===== config.mk =====
export PLATFORM = sky130hd
export DESIGN_NAME = uart_irq_ident
export DESIGN_NICKNAME = d
export VERILOG_FILES = /design/src/rtl/uart_iid_pkg.sv /design/src/rtl/uart_iid_sticky.sv /design/src/rtl/uart_iid_thre.sv /design/src/rtl/uart_iid_prio.sv /design/src/rtl/uart_irq_ident.sv
export SDC_FILE = /design/constraint.sdc
export NUM_CORES = 1
export LEC_CHECK = 0
export ABC_CLOCK_PERIOD_IN_PS = 3100
export BUFFER_PORTS_ARGS = -buffer_cell sky130_fd_sc_hd__buf_2
export CORE_AREA = 4 4 41 43
export CTS_CLUSTER_DIAMETER = 150
export DETAILED_ROUTE_END_ITERATION = 7
export DIE_AREA = 0 0 45 47
export PLACE_DENSITY = 0.71
export REMOVE_ABC_BUFFERS = 1
export SKIP_CTS_REPAIR_TIMING = 1
export SLEW_MARGIN = 10
export SYNTH_ARGS = -nofsm -noshare
export SYNTH_HDL_FRONTEND = slang
export SYNTH_HIERARCHICAL = 1
export SYNTH_SLANG_ARGS = --single-unit

===== constraint.sdc =====
create_clock -name clk -period 3.1 [get_ports clk]
set_input_delay 0.155 -clock clk [delete_from_list [all_inputs] [get_ports clk]]
set_output_delay 0.155 -clock clk [all_outputs]
set_load 0.02 [all_outputs]

===== src/rtl/uart_iid_pkg.sv =====
package uart_iid_pkg;

   localparam int unsigned NUM_SRC = 4;
   localparam int unsigned CODE_W  = $clog2(NUM_SRC);

   // Source codes double as priority rank: larger value wins.
   typedef enum logic [CODE_W-1:0] {
      SRC_MODEM  = 2'b00,
      SRC_THRE   = 2'b01,
      SRC_RXDATA = 2'b10,
      SRC_LINE   = 2'b11
   } iid_src_e;

   function automatic logic [7:0] pack_id(input logic fifo_on,
                                          input logic [CODE_W-1:0] code,
                                          input logic none);
      pack_id = {fifo_on, fifo_on, 3'b000, code, none};
   endfunction

endpackage


===== src/rtl/uart_iid_sticky.sv =====
module uart_iid_sticky #(
   parameter bit SET_WINS = 1'b1
) (
   input  logic clk,
   input  logic rst_n,
   input  logic set_i,
   input  logic clr_i,
   output logic flag_o
);

   logic flag_q;

   generate
      if (SET_WINS) begin : g_set_wins
         always_ff @(posedge clk) begin
            if (!rst_n)     flag_q <= 1'b0;
            else if (set_i) flag_q <= 1'b1;
            else if (clr_i) flag_q <= 1'b0;
         end
         // a new event survives a coincident read
         p_sticky_set_r9: assert property (@(posedge clk) disable iff (!rst_n)
            set_i |=> flag_o);
      end else begin : g_clr_wins
         always_ff @(posedge clk) begin
            if (!rst_n)     flag_q <= 1'b0;
            else if (clr_i) flag_q <= 1'b0;
            else if (set_i) flag_q <= 1'b1;
         end
      end
   endgenerate

   assign flag_o = flag_q;

   // a read with no new event clears the flag
   p_sticky_clr_r10: assert property (@(posedge clk) disable iff (!rst_n)
      (clr_i && !set_i) |=> !flag_o);

endmodule


===== src/rtl/uart_iid_thre.sv =====
module uart_iid_thre (
   input  logic clk,
   input  logic rst_n,
   input  logic tx_empty_i,
   input  logic en_i,
   input  logic wr_i,
   input  logic id_rd_i,
   input  logic reporting_i,
   output logic pend_o
);

   logic tx_q, en_q, pend_q;
   logic arm, disarm;

   assign arm    = tx_empty_i & (~tx_q | (en_i & ~en_q));
   assign disarm = wr_i | (id_rd_i & reporting_i);

   always_ff @(posedge clk) begin
      if (!rst_n) begin
         tx_q   <= 1'b1;
         en_q   <= 1'b0;
         pend_q <= 1'b0;
      end else begin
         tx_q <= tx_empty_i;
         en_q <= en_i;
         if (arm)         pend_q <= 1'b1;
         else if (disarm) pend_q <= 1'b0;
      end
   end

   assign pend_o = pend_q;

   p_thre_wr_clr_r7: assert property (@(posedge clk) disable iff (!rst_n)
      (wr_i && !arm) |=> !pend_o);

   p_thre_rearm_r8: assert property (@(posedge clk) disable iff (!rst_n)
      (tx_empty_i && en_i && !en_q) |=> pend_o);

   p_thre_keep_r11: assert property (@(posedge clk) disable iff (!rst_n)
      (pend_o && id_rd_i && !reporting_i && !wr_i) |=> pend_o);

endmodule


===== src/rtl/uart_iid_prio.sv =====
module uart_iid_prio #(
   parameter int unsigned N = 4,
   localparam int unsigned CW = (N > 1) ? $clog2(N) : 1
) (
   input  logic [N-1:0]  req_i,
   output logic          any_o,
   output logic [CW-1:0] code_o
);

   generate
      if (N < 2) begin : g_bad_n
         $error("uart_iid_prio needs at least two sources");
      end
   endgenerate

   logic [N:0]   above;
   logic [N-1:0] grant;

   assign above[N] = 1'b0;

   generate
      for (genvar g = 0; g < N; g++) begin : g_rank
         assign grant[g] = req_i[g] & ~above[g+1];
         assign above[g] = above[g+1] | req_i[g];
      end
   endgenerate

   always_comb begin
      code_o = '0;
      for (int i = 0; i < N; i++) begin
         if (grant[i]) code_o = code_o | CW'(i);
      end
   end

   assign any_o = above[0];

   always_comb begin
      p_single_grant_r3: assert ($onehot0(grant));
   end

endmodule


===== src/rtl/uart_irq_ident.sv =====
module uart_irq_ident
   import uart_iid_pkg::*;
#(
   parameter int unsigned LVL_W    = 5,
   parameter bit          SET_WINS = 1'b1
) (
   input  logic             clk,
   input  logic             rst_n,
   input  logic [3:0]       ier_i,
   input  logic             out2_i,
   input  logic             fifo_on_i,
   input  logic [LVL_W-1:0] rx_level_i,
   input  logic [LVL_W-1:0] rx_trig_i,
   input  logic             tx_empty_i,
   input  logic             thr_wr_i,
   input  logic             iid_rd_i,
   input  logic             line_evt_i,
   input  logic             line_rd_i,
   input  logic             modem_evt_i,
   input  logic             modem_rd_i,
   output logic [7:0]       iid_o,
   output logic             irq_o
);

   generate
      if (LVL_W < 1) begin : g_bad_lvl
         $error("LVL_W must be at least 1");
      end
   endgenerate

   logic              line_pend, modem_pend, thre_pend, rx_pend;
   logic [NUM_SRC-1:0] req;
   logic              any;
   logic [CODE_W-1:0] code;
   logic              thre_reported;

   uart_iid_sticky #(.SET_WINS(SET_WINS)) u_line (
      .clk(clk), .rst_n(rst_n),
      .set_i(line_evt_i), .clr_i(line_rd_i), .flag_o(line_pend)
   );

   uart_iid_sticky #(.SET_WINS(SET_WINS)) u_modem (
      .clk(clk), .rst_n(rst_n),
      .set_i(modem_evt_i), .clr_i(modem_rd_i), .flag_o(modem_pend)
   );

   uart_iid_thre u_thre (
      .clk(clk), .rst_n(rst_n),
      .tx_empty_i(tx_empty_i), .en_i(ier_i[1]),
      .wr_i(thr_wr_i), .id_rd_i(iid_rd_i),
      .reporting_i(thre_reported), .pend_o(thre_pend)
   );

   assign rx_pend = (rx_level_i != '0) && (rx_level_i >= rx_trig_i);

   // Index of each request equals its identity code.
   assign req[SRC_LINE]   = line_pend  & ier_i[2];
   assign req[SRC_RXDATA] = rx_pend    & ier_i[0];
   assign req[SRC_THRE]   = thre_pend  & ier_i[1];
   assign req[SRC_MODEM]  = modem_pend & ier_i[3];

   uart_iid_prio #(.N(NUM_SRC)) u_prio (
      .req_i(req), .any_o(any), .code_o(code)
   );

   assign thre_reported = any && (code == SRC_THRE);
   assign iid_o         = pack_id(fifo_on_i, code, ~any);
   assign irq_o         = any & out2_i;

   p_irq_gate_r4: assert property (@(posedge clk) disable iff (!rst_n)
      irq_o |-> (out2_i && !iid_o[0]));

   p_fifo_bits_r5: assert property (@(posedge clk) disable iff (!rst_n)
      (iid_o[7:6] == {2{fifo_on_i}}) && (iid_o[5:3] == 3'b000));

   p_mask_r1: assert property (@(posedge clk) disable iff (!rst_n)
      !iid_o[0] |-> (ier_i != 4'b0000));

   p_line_first_r3: assert property (@(posedge clk) disable iff (!rst_n)
      (ier_i[2] && line_pend) |-> (iid_o[2:0] == 3'b110));

   p_rx_below_r6: assert property (@(posedge clk) disable iff (!rst_n)
      (rx_level_i < rx_trig_i) |-> (iid_o[2:0] != 3'b100));

   p_none_r2: assert property (@(posedge clk) disable iff (!rst_n)
      iid_o[0] |-> (iid_o[2:1] == 2'b00));

endmodule


Word-level counts from Yosys, hierarchy flattened
Cells that the tools add are included.
{"block": "word_totals", "ff_bits": 5, "input_bits": 25, "out_inout_bits": 9, "elab_cells": 42}
{"block": "classes", "n_lt_le_gt_ge": 1, "eq_ne": 1, "mux": 9, "n_bitwise": 20, "reduce_logical": 6}
{"operator": "$and 1x1->1", "n": 10}
{"operator": "$mux 1", "n": 7}
{"operator": "$reduce_bool 2->1", "n": 3}
{"operator": "$ge 5x5->1", "n": 1}
{"operator": "$not 1->1", "n": 5}
{"operator": "$or 1x1->1", "n": 5}
{"operator": "$reduce_bool 5->1", "n": 1}
{"operator": "$mux 2", "n": 2}
{"operator": "$eq 2x1->1 const B", "n": 1}
{"operator": "$logic_and 1x1->1", "n": 2}

Longest topological paths before layout
{"block": "logic_depth", "ltp_word": 15, "depth_mapped": 11, "depth_no_buf": 11}

By module
Netlist, hierarchy kept.
{"module": "uart_irq_ident", "instances": 1, "cells_each": 31, "area_per_inst_um2": 221.5, "seq_area_each_um2": 0.0}
{"module": "uart_iid_thre", "instances": 1, "cells_each": 10, "area_per_inst_um2": 108.9, "seq_area_each_um2": 60.1}
{"module": "uart_iid_sticky", "instances": 2, "cells_each": 3, "area_per_inst_um2": 41.3, "seq_area_each_um2": 20.0}
{"module": "uart_iid_prio", "instances": 1, "cells_each": 4, "area_per_inst_um2": 23.8, "seq_area_each_um2": 0.0}

Least setup slack after synthesis
No wires, ideal clock.
{"block": "synth_path", "kind": "in2reg", "from": "input port rx_trig_i[2]", "to": "register u_thre.pend_q (netlist: u_thre/pend_o)", "setup_time_ns": 0.057, "arrival_ns": 1.983, "required_time_ns": 3.043, "slack_ns": 1.060, "cell_stages": 10, "path_buffers": 0, "path_cell_list": "inv_1 > ha_1 > nor4_1 > a211oi_2 > or2_1 > or3_1 > inv_1 > nor3b_1 > a211oi_2 > a31o_2"}
{"block": "synth_between", "elab_cells_between_ends": 17, "cone_classes": "order compare (1); eq/ne (1); mux (3); bitwise (9); reduce/logical (3)"}
{"item": "start: declaration", "line": "uart_irq_ident.sv:13", "text": "input logic [LVL_W-1:0] rx_trig_i,"}
{"item": "$ge 5x5->1", "line": "uart_irq_ident.sv:54", "text": "assign rx_pend = (rx_level_i != '0) && (rx_level_i >= rx_trig_i);"}
{"item": "$logic_and 1x1->1", "line": "uart_irq_ident.sv:54"}
{"item": "$and 1x1->1", "line": "uart_irq_ident.sv:58", "text": "assign req[SRC_RXDATA] = rx_pend & ier_i[0];"}
{"item": "net req[2]", "line": "uart_irq_ident.sv:32", "text": "logic [NUM_SRC-1:0] req;"}
{"item": "$and 1x1->1", "line": "uart_iid_prio.sv:23", "text": "assign grant[g] = req_i[g] & ~above[g+1];"}
{"item": "$mux 2 (2 in series)", "line": "uart_iid_prio.sv:31", "text": "if (grant[i]) code_o = code_o | CW'(i);"}
{"item": "net iid_o[2]", "line": "uart_irq_ident.sv:21", "text": "output logic [7:0] iid_o,"}
{"item": "$eq 2x1->1", "line": "uart_irq_ident.sv:66", "text": "assign thre_reported = any && (code == SRC_THRE);"}
{"item": "$logic_and 1x1->1", "line": "uart_irq_ident.sv:66"}
{"item": "net thre_reported", "line": "uart_irq_ident.sv:35", "text": "logic thre_reported;"}
{"item": "$and 1x1->1", "line": "uart_iid_thre.sv:16", "text": "assign disarm = wr_i | (id_rd_i & reporting_i);"}
{"item": "$or 1x1->1", "line": "uart_iid_thre.sv:16"}
{"item": "$reduce_bool 2->1 (no source line)"}
{"item": "end signal: assignment", "line": "uart_iid_thre.sv:22", "text": "pend_q <= 1'b0;"}
{"item": "end signal: assignment", "line": "uart_iid_thre.sv:26", "text": "if (arm) pend_q <= 1'b1;"}
{"item": "end signal: assignment", "line": "uart_iid_thre.sv:27", "text": "else if (disarm) pend_q <= 1'b0;"}
{"item": "end: declaration", "line": "uart_iid_thre.sv:12", "text": "logic tx_q, en_q, pend_q;"}
The timed path passes the listed nets, and every way through them passes these cells.
A chain may end at the register's enable or synchronous reset.

Worst setup path after layout
{"block": "layout_path", "from": "input port rx_level_i[2]", "to": "output port irq_o"}
{"block": "layout_between", "elab_chain_len": 7, "elab_cells_between_ends": 8, "cone_classes": "order compare (1); bitwise (5); reduce/logical (2)"}
{"item": "start: declaration", "line": "uart_irq_ident.sv:12", "text": "input logic [LVL_W-1:0] rx_level_i,"}
{"item": "$ge 5x5->1 or $reduce_bool 5->1 (tied branches)", "line": "uart_irq_ident.sv:54"}
{"item": "$logic_and 1x1->1 *", "line": "uart_irq_ident.sv:54"}
{"item": "$and 1x1->1 *", "line": "uart_irq_ident.sv:58"}
{"item": "net req[2]", "line": "uart_irq_ident.sv:32"}
{"item": "$or 1x1->1 * (3 in series)", "line": "uart_iid_prio.sv:24", "text": "assign above[g] = above[g+1] | req_i[g];"}
{"item": "net any", "line": "uart_irq_ident.sv:33", "text": "logic any;"}
{"item": "$and 1x1->1 *", "line": "uart_irq_ident.sv:68", "text": "assign irq_o = any & out2_i;"}
{"item": "end: declaration", "line": "uart_irq_ident.sv:22", "text": "output logic irq_o"}
Mark *: on every way through the listed nets, which the timed path passes. The rest lies on a longest branch.

==> flow_summary.json <==
{
  "ys_ff_latch": 5,
  "drv_slew": 0,
  "yosysMostFrequentCell": "inv_1",
  "die_x_um": 45,
  "nFillCells": 142,
  "cts_tree": "yes",
  "critPathTopFamily": "simple AND/OR/NAND/NOR gates",
  "totalWireLength_um": 921,
  "postPlaceCellArea_um2": 561,
  "finalHoldViolCount": 0,
  "io_pins": 34,
  "synth_top_area_share_pct": 22.9,
  "dr_total_vias": 417,
  "reg2regPathDepth": 7,
  "die_h_um": 47,
  "min_path_cells": 2,
  "htreeDepth": 1,
  "grt_pass1_wl_um": 1380,
  "insertion_delay_ns": 0.23,
  "grt_overflow": 0,
  "rows": 13,
  "ir_worst_vdd_mv": 0.188,
  "fin_crit_ns": 1.98,
  "area_delta_synth_final_pct": 34.4,
  "finalPower_mw": 0.206,
  "worstReg2RegStart": "u_line/flag_o$_SDFFE_PN0P_",
  "cp_max_fo": 3,
  "critPathKind": "in2out",
  "post-dp-hpwl_um": 853,
  "grt_max_degree": 7,
  "holdCritStartpoint": "tx_empty_i",
  "cts_root_buf": "clkbuf_4",
  "cp.required_ns": 2.94,
  "maxCapViolations": 0,
  "stdcell_area_um2": 587,
  "antenna_found_initial": 0,
  "antenna_cells": 0,
  "rsz0062_at_grt": "no",
  "max_freq_mhz": 506,
  "finalCritPeriodShare_pct": 63.7,
  "netlist_area_um2": 437,
  "drive_above_1_share_pct": 46.8,
  "ys.flop_type": "dfxtp_1",
  "ys_top_cells_by_area": "dfxtp_1 (23%), ha_1 (14%), buf_4 (8.6%)",
  "avgSynthCellArea_um2": 8.56,
  "detail-route-antenna-nets": 0,
  "r2r-end": "u_thre/pend_o$_SDFFE_PN0P_",
  "start_util_pct": 33.6,
  "hold_end": "u_thre/tx_q$_SDFF_PN1_",
  "synth_edf_count": 0,
  "end_kind": "output pin",
  "drt_iter0_markers": 0,
  "syn_inst": 51,
  "grtUsageTotal_pct": 8.77,
  "crit_path_frequent_cell": "buf_2",
  "yosys.area.top_type": "dfxtp_1",
  "synth_warnings": 6,
  "viasPerCell": 4.44,
  "slowest_stage": "nor4_1",
  "gp_congestion": 0.720,
  "cp_cell_sequence": "buf_2 -> ha_1 -> nor4_1 -> a211oi_2 -> or2_1 -> or3_1 -> and2_1 -> buf_2",
  "slowest_delay_ns": 0.33,
  "preCtsSetupSlack_ns": 1.06,
  "path_buf_inv": 2,
  "status": "complete, no violations",
  "start_kind": "primary input",
  "hold_path_class": "in2reg",
  "power_density_mw_per_mm2": 351,
  "synthArstFlopShare_pct": 0,
  "numCtsBuffers": 3,
  "r2r_slack_ns": 1.59,
  "layout.nets": 110,
  "finalWorstSetupSlack_ns": 1.12,
  "cts-root-to-sink-buffers": 2,
  "routedWlPerCell_um": 9.80,
  "clk_pin_slew_ns": 0.04,
  "finalSetupTns_ns": 0,
  "numClockSinks": 5,
  "ys_types": 22,
  "coreArea_mm2": 0.00130,
  "io_buffer_count": 27,
  "die-area_mm2": 0.00212,
  "dr.pass1.iters": 1,
  "yosysSeqAreaShare_pct": 22.9,
  "grt_pass1_vias": 391,
  "worst_ep_arrival_time_ns": 1.82,
  "total_leakage_power_nw": 0.329,
  "skew_ns": 0.000355,
  "whs_ns": 0.124,
  "synth_common_cells": "inv_1 (9), buf_4 (5), dfxtp_1 (5), ha_1 (5)",
  "setup_viol": 0,
  "drc": 0
}
## routing by layer
layer  global-route usage, %  vias up  part of all wire, %
li1                        -      217                    -
met1                    8.18      182                   31
met2                    18.6       18                   59
met3                    1.15        0                   10
met4                    3.51        0                    0
met5                       0        -                    0
## stage by stage
step,std cells,util [%]
after floorplan,48,-
after global placement,90,43.1
after detailed placement,90,43.1
after CTS,94,45.1
after global routing,94,45.1
final,94,45.1
## worst max path at each step
stage                              from                          to  slack [ns]  depth (start not counted)
final                     rx_level_i[2]                       irq_o        1.12                          8
after CTS                 rx_level_i[2]                       irq_o        1.11                          8
after global placement    rx_level_i[3]  u_thre/pend_o$_SDFFE_PN0P_        1.11                         11
after global routing      rx_level_i[2]                       irq_o        0.99                          8
after detailed placement  rx_level_i[3]  u_thre/pend_o$_SDFFE_PN0P_        1.06                         11
after floorplan            rx_trig_i[2]  u_thre/pend_o$_SDFFE_PN0P_        1.06                         10
## cells by family after synthesis
group,after synthesis,synth area share [%]
DFF,5,22.9
buffers and inverters,14,16.3
and+or+nand+nor,15,26.1
AOI/OAI and AO/OA,11,19.5
other,1,0.859
adders and majority gates,5,14.3
## cell type report
type / count / area (um2) / share of cell area, %
clock buffer: 4 / 26.3 / 4.48
multi-input combinational: 34 / 273 / 46.5
timing repair buffer: 27 / 135 / 23.0
sequential: 5 / 100 / 17.1
inverter: 9 / 33.8 / 5.76
tap: 15 / 18.8 / 3.20
## report_power, final
part	switching, mW	internal, mW
clock network	0.0227	0.0484
registers	0.00141	0.0686
logic	0.0341	0.0308
total	0.0583	0.148
## sequential cells by signal, indices dropped and copies added (netlist names)
signal          flops
u_line/flag_o       1
u_modem/flag_o      1
u_thre/en_q         1
u_thre/pend_o       1
u_thre/tx_q         1
## cell usage in the layout, fill, tap and decap left out
cell	instances
conb_1	3
o21ai_0	4
clkbuf_1	1
or2_1	1
or2b_1	1
nor2_1	1
a211oi_2	2
or3_1	1
dfxtp_1	5
and2_2	1
buf_2	27
nand2_1	1
a31o_2	1
nor3b_1	1
clkbuf_4	3
inv_1	9
nor4_1	1
nor2b_4	2
and2_1	4
a21o_1	1
a22o_1	1
nor4_2	1
o21a_1	2
ha_1	5
(Power assumes the default switching activity.)
